$ cat src/rtl/i2cs_pkg.sv
package i2cs_pkg;

    typedef enum logic [3:0] {
        ST_IDLE,
        ST_ADDR,
        ST_ADEC,
        ST_AACK_LO,
        ST_AACK_HI,
        ST_STRETCH,
        ST_SETUP,
        ST_TX,
        ST_MACK,
        ST_GAP,
        ST_SKIP
    } bus_state_t;

    // one-cycle event pulses from the bus engine to the flag register
    typedef struct packed {
        logic hit;
        logic rw;
        logic nak;
        logic stop;
    } bus_ev_t;

    typedef struct packed {
        logic match;
        logic read;
        logic nak;
        logic stop;
    } st_flags_t;

endpackage

$ cat src/rtl/i2cs_sync.sv
module i2cs_sync #(
    parameter int LINES  = 2,
    parameter int STAGES = 2
) (
    input  logic             clk,
    input  logic             rst_n,
    input  logic [LINES-1:0] raw_i,
    output logic [LINES-1:0] lvl_o,
    output logic [LINES-1:0] rise_o,
    output logic [LINES-1:0] fall_o
);

    typedef struct packed {
        logic [LINES-1:0][STAGES-1:0] pipe;
        logic [LINES-1:0]             prev;
    } sync_regs_t;

    sync_regs_t r_d, r_q;

    always_comb begin
        r_d = r_q;
        for (int i = 0; i < LINES; i++) begin
            r_d.pipe[i] = {r_q.pipe[i][STAGES-2:0], raw_i[i]};
            r_d.prev[i] = r_q.pipe[i][STAGES-1];
        end
    end

    always_ff @(posedge clk or negedge rst_n) begin
        if (!rst_n) r_q <= '1;   // idle bus is high
        else        r_q <= r_d;
    end

    for (genvar g = 0; g < LINES; g++) begin : g_line
        assign lvl_o[g]  = r_q.pipe[g][STAGES-1];
        assign rise_o[g] = r_q.pipe[g][STAGES-1] & ~r_q.prev[g];
        assign fall_o[g] = ~r_q.pipe[g][STAGES-1] & r_q.prev[g];
    end

endmodule

$ cat src/rtl/i2cs_txbuf.sv
module i2cs_txbuf #(
    parameter int DW = 8
) (
    input  logic          clk,
    input  logic          rst_n,
    input  logic          wr_en,
    input  logic [DW-1:0] wr_data,
    input  logic          flush,
    input  logic          consume,
    output logic [DW-1:0] data_o,
    output logic          full_o
);

    typedef struct packed {
        logic          full;
        logic [DW-1:0] data;
    } buf_regs_t;

    buf_regs_t r_d, r_q;

    always_comb begin
        r_d = r_q;
        if (flush) begin
            r_d.full = 1'b0;
        end else if (wr_en) begin
            r_d.full = 1'b1;
            r_d.data = wr_data;
        end else if (consume) begin
            r_d.full = 1'b0;
        end
    end

    always_ff @(posedge clk or negedge rst_n) begin
        if (!rst_n) r_q <= '0;
        else        r_q <= r_d;
    end

    assign data_o = r_q.data;
    assign full_o = r_q.full;

endmodule

$ cat src/rtl/i2cs_flags.sv
module i2cs_flags
    import i2cs_pkg::*;
(
    input  logic      clk,
    input  logic      rst_n,
    input  bus_ev_t   ev,
    input  logic      clr,
    output st_flags_t flags_o
);

    st_flags_t r_d, r_q;

    always_comb begin
        r_d = r_q;
        if (clr) r_d = '0;
        if (ev.hit) begin
            r_d.match = 1'b1;
            r_d.read  = ev.rw;
        end
        if (ev.nak)  r_d.nak  = 1'b1;
        if (ev.stop) r_d.stop = 1'b1;
    end

    always_ff @(posedge clk or negedge rst_n) begin
        if (!rst_n) r_q <= '0;
        else        r_q <= r_d;
    end

    assign flags_o = r_q;

endmodule

$ cat src/rtl/i2cs_bus.sv
module i2cs_bus
    import i2cs_pkg::*;
#(
    parameter int DW        = 8,
    parameter int SETUP_CYC = 4
) (
    input  logic          clk,
    input  logic          rst_n,
    input  logic          scl_lvl,
    input  logic          scl_rise,
    input  logic          scl_fall,
    input  logic          sda_lvl,
    input  logic          sda_rise,
    input  logic          sda_fall,
    input  logic [DW-2:0] own_addr,
    input  logic          gc_en,
    input  logic          tx_full,
    input  logic [DW-1:0] tx_data,
    output logic          scl_oe,
    output logic          sda_oe,
    output logic          consume,
    output bus_ev_t       ev
);

    localparam int AW = DW - 1;
    localparam int CW = $clog2(DW);
    localparam int SW = $clog2(SETUP_CYC + 1);
    localparam logic [CW-1:0] LAST_BIT  = CW'(DW - 1);
    localparam logic [SW-1:0] SETUP_END = SW'(SETUP_CYC - 1);
    localparam logic [AW-1:0] GCALL     = '0;

    typedef struct packed {
        bus_state_t    state;
        logic [DW-1:0] sh;
        logic [CW-1:0] cnt;
        logic [SW-1:0] scnt;
        logic          ack_oe;
        logic          dat_en;
        logic          scl_oe;
        logic          active;
        logic          hit;
    } bus_regs_t;

    bus_regs_t     r_d, r_q;
    logic          start_c, stop_c, addr_hit, do_fetch;
    logic [DW-1:0] byte_in;

    always_comb begin
        r_d      = r_q;
        ev       = '0;
        consume  = 1'b0;
        do_fetch = 1'b0;
        start_c  = sda_fall & scl_lvl;
        stop_c   = sda_rise & scl_lvl;
        byte_in  = {r_q.sh[DW-2:0], sda_lvl};
        addr_hit = (byte_in[DW-1:1] == own_addr) ||
                   (gc_en && (byte_in[DW-1:1] == GCALL));

        if (start_c || stop_c) begin
            ev.stop     = r_q.active;
            r_d.state   = stop_c ? ST_IDLE : ST_ADDR;
            r_d.active  = 1'b0;
            r_d.ack_oe  = 1'b0;
            r_d.dat_en  = 1'b0;
            r_d.scl_oe  = 1'b0;
            r_d.hit     = 1'b0;
            r_d.cnt     = '0;
        end else begin
            case (r_q.state)
                ST_ADDR: begin
                    if (scl_rise) begin
                        r_d.sh  = byte_in;
                        r_d.cnt = r_q.cnt + 1'b1;
                        if (r_q.cnt == LAST_BIT) begin
                            ev.hit    = addr_hit;
                            ev.rw     = byte_in[0];
                            r_d.hit   = addr_hit & byte_in[0];
                            r_d.state = ST_ADEC;
                        end
                    end
                end
                ST_ADEC: begin
                    if (scl_fall) begin
                        if (r_q.hit) begin
                            r_d.ack_oe = 1'b1;
                            r_d.active = 1'b1;
                            r_d.state  = ST_AACK_LO;
                        end else begin
                            r_d.state = ST_SKIP;
                        end
                    end
                end
                ST_AACK_LO: begin
                    if (scl_rise) r_d.state = ST_AACK_HI;
                end
                ST_AACK_HI: begin
                    if (scl_fall) do_fetch = 1'b1;
                end
                ST_STRETCH: begin
                    if (tx_full) begin
                        r_d.sh     = tx_data;
                        r_d.dat_en = 1'b1;
                        r_d.scnt   = '0;
                        r_d.state  = ST_SETUP;
                    end
                end
                ST_SETUP: begin
                    r_d.scnt = r_q.scnt + 1'b1;
                    if (r_q.scnt == SETUP_END) begin
                        r_d.scl_oe = 1'b0;
                        r_d.state  = ST_TX;
                    end
                end
                ST_TX: begin
                    if (scl_fall) begin
                        if (r_q.cnt == '0) consume = 1'b1;
                        if (r_q.cnt == LAST_BIT) begin
                            r_d.dat_en = 1'b0;
                            r_d.state  = ST_MACK;
                        end else begin
                            r_d.sh  = {r_q.sh[DW-2:0], 1'b0};
                            r_d.cnt = r_q.cnt + 1'b1;
                        end
                    end
                end
                ST_MACK: begin
                    if (scl_rise) begin
                        if (sda_lvl) begin
                            ev.nak    = 1'b1;
                            r_d.state = ST_SKIP;
                        end else begin
                            r_d.state = ST_GAP;
                        end
                    end
                end
                ST_GAP: begin
                    if (scl_fall) do_fetch = 1'b1;
                end
                default: ;
            endcase

            if (do_fetch) begin
                r_d.ack_oe = 1'b0;
                r_d.cnt    = '0;
                if (tx_full) begin
                    r_d.sh     = tx_data;
                    r_d.dat_en = 1'b1;
                    r_d.state  = ST_TX;
                end else begin
                    r_d.dat_en = 1'b0;
                    r_d.scl_oe = 1'b1;
                    r_d.state  = ST_STRETCH;
                end
            end
        end
    end

    always_ff @(posedge clk or negedge rst_n) begin
        if (!rst_n) begin
            r_q       <= '0;
            r_q.state <= ST_IDLE;
        end else begin
            r_q <= r_d;
        end
    end

    assign scl_oe = r_q.scl_oe;
    assign sda_oe = r_q.ack_oe | (r_q.dat_en & ~r_q.sh[DW-1]);

endmodule

$ cat src/rtl/i2c_rd_slave.sv
module i2c_rd_slave
    import i2cs_pkg::*;
#(
    parameter int DW        = 8,
    parameter int SYNC_FF   = 2,
    parameter int SETUP_CYC = 4
) (
    input  logic          clk,
    input  logic          rst_n,
    input  logic          scl_i,
    input  logic          sda_i,
    output logic          scl_oe,
    output logic          sda_oe,
    input  logic [DW-2:0] own_addr,
    input  logic          gc_en,
    input  logic          txi_en,
    input  logic          wr_en,
    input  logic [DW-1:0] wr_data,
    input  logic          flush,
    input  logic          clr_flags,
    output logic          st_match,
    output logic          st_read,
    output logic          st_empty,
    output logic          st_nak,
    output logic          st_stop,
    output logic          irq_tx,
    output logic          irq_status
);

    localparam int LN_SCL = 0;
    localparam int LN_SDA = 1;

    logic [1:0]    lvl, rise, fall;
    logic          tx_full, consume;
    logic [DW-1:0] tx_data;
    bus_ev_t       ev;
    st_flags_t     flags;

    i2cs_sync #(.LINES(2), .STAGES(SYNC_FF)) u_sync (
        .clk    (clk),
        .rst_n  (rst_n),
        .raw_i  ({sda_i, scl_i}),
        .lvl_o  (lvl),
        .rise_o (rise),
        .fall_o (fall)
    );

    i2cs_txbuf #(.DW(DW)) u_txbuf (
        .clk     (clk),
        .rst_n   (rst_n),
        .wr_en   (wr_en),
        .wr_data (wr_data),
        .flush   (flush),
        .consume (consume),
        .data_o  (tx_data),
        .full_o  (tx_full)
    );

    i2cs_bus #(.DW(DW), .SETUP_CYC(SETUP_CYC)) u_bus (
        .clk      (clk),
        .rst_n    (rst_n),
        .scl_lvl  (lvl[LN_SCL]),
        .scl_rise (rise[LN_SCL]),
        .scl_fall (fall[LN_SCL]),
        .sda_lvl  (lvl[LN_SDA]),
        .sda_rise (rise[LN_SDA]),
        .sda_fall (fall[LN_SDA]),
        .own_addr (own_addr),
        .gc_en    (gc_en),
        .tx_full  (tx_full),
        .tx_data  (tx_data),
        .scl_oe   (scl_oe),
        .sda_oe   (sda_oe),
        .consume  (consume),
        .ev       (ev)
    );

    i2cs_flags u_flags (
        .clk     (clk),
        .rst_n   (rst_n),
        .ev      (ev),
        .clr     (clr_flags),
        .flags_o (flags)
    );

    assign st_match   = flags.match;
    assign st_read    = flags.read;
    assign st_nak     = flags.nak;
    assign st_stop    = flags.stop;
    assign st_empty   = ~tx_full;
    assign irq_tx     = ~tx_full & txi_en;
    assign irq_status = flags.match | flags.nak | flags.stop;

endmodule

$ cat config.mk
export PLATFORM = sky130hd
export DESIGN_NAME = i2c_rd_slave
export DESIGN_NICKNAME = d
export VERILOG_FILES = /design/src/rtl/i2cs_pkg.sv /design/src/rtl/i2cs_sync.sv /design/src/rtl/i2cs_txbuf.sv /design/src/rtl/i2cs_flags.sv /design/src/rtl/i2cs_bus.sv /design/src/rtl/i2c_rd_slave.sv
export SDC_FILE = /design/constraint.sdc
export NUM_CORES = 1
export LEC_CHECK = 0
export BUFFER_PORTS_ARGS = -buffer_cell sky130_fd_sc_hd__buf_2
export CAP_MARGIN = 10
export CORE_MARGIN = 4
export CORE_UTILIZATION = 55
export CTS_CLUSTER_DIAMETER = 60
export DETAILED_ROUTE_END_ITERATION = 8
export GPL_TIMING_DRIVEN = 0
export PLACE_DENSITY = 0.75
export SLEW_MARGIN = 20
export SYNTH_ARGS = -nofsm -noshare
export SYNTH_HDL_FRONTEND = slang
export SYNTH_SLANG_ARGS = --single-unit
export TNS_END_PERCENT = 1
$ cat constraint.sdc
create_clock -name clk -period 2.5 [get_ports clk]
set_clock_uncertainty 0.15 [all_clocks]
set_input_delay 0.25 -clock clk [delete_from_list [all_inputs] [get_ports clk]]
set_output_delay 0.25 -clock clk [all_outputs]
set_load 0.01 [all_outputs]
==> flow_summary.json <==
{
  "layout-drive-gt1-share_pct": 22.98,
  "fin_setup_tns_ns": 0,
  "place_congestion": 0.9355,
  "slew_viol_final": 0,
  "placementRows": 24,
  "status": "finished clean",
  "cts_root_buf": "clkbuf_8",
  "ios": 33,
  "crit_arrival_ns": 2.33,
  "cts_tree": "done",
  "synthFlopType": "dfrtp_1",
  "path_cells": "ha_1 > ha_1 > and3b_1 > o21ai_0 > a22oi_1 > nor2_2 > mux2_1",
  "maxCapViolCount": 0,
  "synth-async-reset-ratio_pct": 100.0,
  "drtIter0Drc": 228,
  "nets": 338,
  "synthCells": 266,
  "clock-sinks": 42,
  "p_leak_nw": 1.337,
  "clk_pin_slew_worst_paths_ns": 0.08,
  "synth-edff-count": 0,
  "synth-seq-area-share_pct": 41.53,
  "dp_hpwl_mm": 4.531,
  "postRouteAntennaNets": 0,
  "setup_violations": 0,
  "vdd_drop_max_mv": 0.4556,
  "rsz0062_at_grt": "false",
  "antenna_found_initial": 0,
  "nFillCells": 356,
  "grt-ovfl-total": 0,
  "power_density_nw_per_um2": 835.7,
  "drt-total-wl_mm": 6.157,
  "post-cts-setup-buffers": 0,
  "cts_resized": 0,
  "portBuffers": 32,
  "layout_common_cells": "42 x buf_2, 36 x dfrtp_1, 21 x nand2_1",
  "synth_top_area_share_pct": 35.35,
  "synth_seq_cells": 42,
  "synth.net_count": 296,
  "track_usage_pct": 22.32,
  "finalCritPeriodShare_pct": 91.69,
  "cp_max_fo": 8,
  "cts_buffer_depth": 2,
  "post-place-ws_ns": 0.09934,
  "grt_pass1_vias": 2160,
  "coreArea_um2": 4414,
  "cts_made_buffers": 5,
  "grt_pass1_wl_mm": 10.63,
  "yosys_warnings": 0,
  "worst_slew_pin_slew_ns": 0.9308,
  "crit_type": "reg -> reg",
  "finalCriticalPeriod_ns": 2.292,
  "finalPower_w": 0.002440,
  "worstHoldPathType": "in -> reg",
  "grt_max_degree": 43,
  "setup.worst_path.start_class": "flip-flop",
  "die-width_um": 76.08,
  "crit_path_top_delay_cell": "dfrtp_1",
  "via_per_inst": 6.058,
  "finalWorstSetupSlack_ns": 0.2077,
  "worstSkewPairLatency_ns": 0.30,
  "via_count": 2187,
  "fin_hold_ws_ns": 0.02994,
  "path_common_cell": "ha_1",
  "syn_area_um2": 2549,
  "layout_commonest_cell": "buf_2",
  "timing.fmax_ghz": 0.4362,
  "ys_types": 59,
  "die_y_um": 76.08,
  "n_antenna_cell": 0,
  "htreeDepth": 2,
  "hold_viol": 0,
  "synth_area_per_cell_um2": 9.582,
  "drcViolationCount": 0,
  "synthToLayoutAreaGrowth_pct": 14.58,
  "relSlewSlack_pct": 37.95,
  "critical_path.max_stage_delay_ns": 0.40,
  "yosys.area.top_type": "dfrtp_1",
  "start_util_pct": 57.74,
  "endpoint_kind": "flip-flop",
  "wl_per_cell_um": 17.06,
  "drt_first_pass_iters": 5,
  "die-area_um2": 5787,
  "cp_data_required_time_ns": 2.54,
  "ys_top_cells_by_area": "dfrtp_1 35%, dfstp_2 6.2%, mux2_2 4.0%, nand2_1 3.1%, ha_1 2.9%"
}
## where the power goes
part	total (W)	leakage [nW]	internal, W	switching, W
logic	0.000992	0.748	0.000426	0.000566
clock network	0.000530	0.0514	0.000298	0.000232
registers	0.000919	0.538	0.000797	0.000121
## metrics by stage
| step | instances | util (%) | cell area (µm²) |
|---|---|---|---|
| after floorplan | 266 | - | 2549 |
| after global placement | 350 | 62.84 | 2774 |
| after detailed placement | 350 | 62.84 | 2774 |
| after CTS | 362 | 66.24 | 2924 |
| after global routing | 361 | 66.16 | 2920 |
| final | 361 | 66.16 | 2920 |
## state kept, by name (all words and copies together) (netlist names)
signal	cells
u_txbuf.full_o	1
u_flags.flags_o	4
u_sync.r_q	2
u_sync.r_d	2
u_bus.byte_in	7
u_bus.scl_oe	1
u_txbuf.data_o	8
u_bus.r_q	15
u_sync.lvl_o	2
## cells by family (layout without fill, tap and decap cells)
family	Yosys count	after routing	synth area share, %
adders and majority gates	6	6	2.945
xor gates and xnor gates	9	9	3.093
AOI/OAI and AO/OA	65	65	18.80
and+or+nand+nor	100	100	22.68
muxes	13	13	5.597
buffers and inverters	31	74	5.351
DFF	42	42	41.53
## synthesized netlist by cell type (3+ instances only)
cell type,n
nand2b_1,10
nor4b_1,4
inv_1,17
nand4_1,6
dfstp_2,6
nor4_1,3
ha_1,6
o21a_1,4
xor2_1,4
a22o_1,4
o21ai_1,4
xnor2_1,5
nand3b_1,3
nor3_1,5
a21oi_1,9
a221o_1,3
and3b_1,3
a32oi_1,3
nand2_1,21
buf_2,10
clkbuf_1,3
nor2b_1,7
dfrtp_1,36
mux2i_1,3
nand3_1,3
mux2_2,9
o211ai_1,3
a32o_1,5
o21ai_0,10
nor2_1,17
and2_1,4
## routing by layer
layer  global-route usage [%]  up-vias  wire length (µm)
met4                    5.944        0                57
li1                         -     1050                 -
met1                    30.78     1047              2806
met3                    4.610        7               396
met5                        0        -                 0
met2                    35.70       83              2897
## timing repair
| action | CTS | global route |
|---|---|---|
| hold buffers | 4 | 0 |
| hold endpoints to repair | 39 | 0 |
| endpoints found under the setup margin | 0 | 1 |
## critical path: cells and delay by family (launching register included)
kind            cells  cell delay, ns
flops               1            0.40
mux                 1            0.34
compound gates      2            0.27
fa+ha+maj           2            0.57
simple gates        2            0.45
## area by class of cell
class                   instances  area (µm²)  share of cell area, %
multi-input cells             193        1354                  46.36
flip-flops and latches         42        1059                  36.25
repair buffers                 36       200.2                  6.855
clock buffers                   6       72.57                  2.485
plain buffers                  13       68.82                  2.356
well taps                      52       65.06                  2.228
inverters                      17       63.81                  2.185
clock inverters                 2       37.54                  1.285
## path summary, 6_finish.rpt
kind	startpoint	endpoint	slack, ns	cells past startpoint
min	clr_flags	u_flags.flags_o[1]	0.03	2
min reg2reg	u_sync.r_d[3]	u_sync.lvl_o[0]	0.21	0
max in group asynchronous	rst_n	u_bus.r_q[9]	1.14	2
min in group asynchronous	rst_n	u_bus.r_q[5]	0.46	2
max	u_bus.r_q[8]	u_bus.r_q[8]	0.21	7
max reg2reg	u_bus.r_q[8]	u_bus.r_q[8]	0.21	7
No activity file was read; power rests on OpenSTA's default activity.
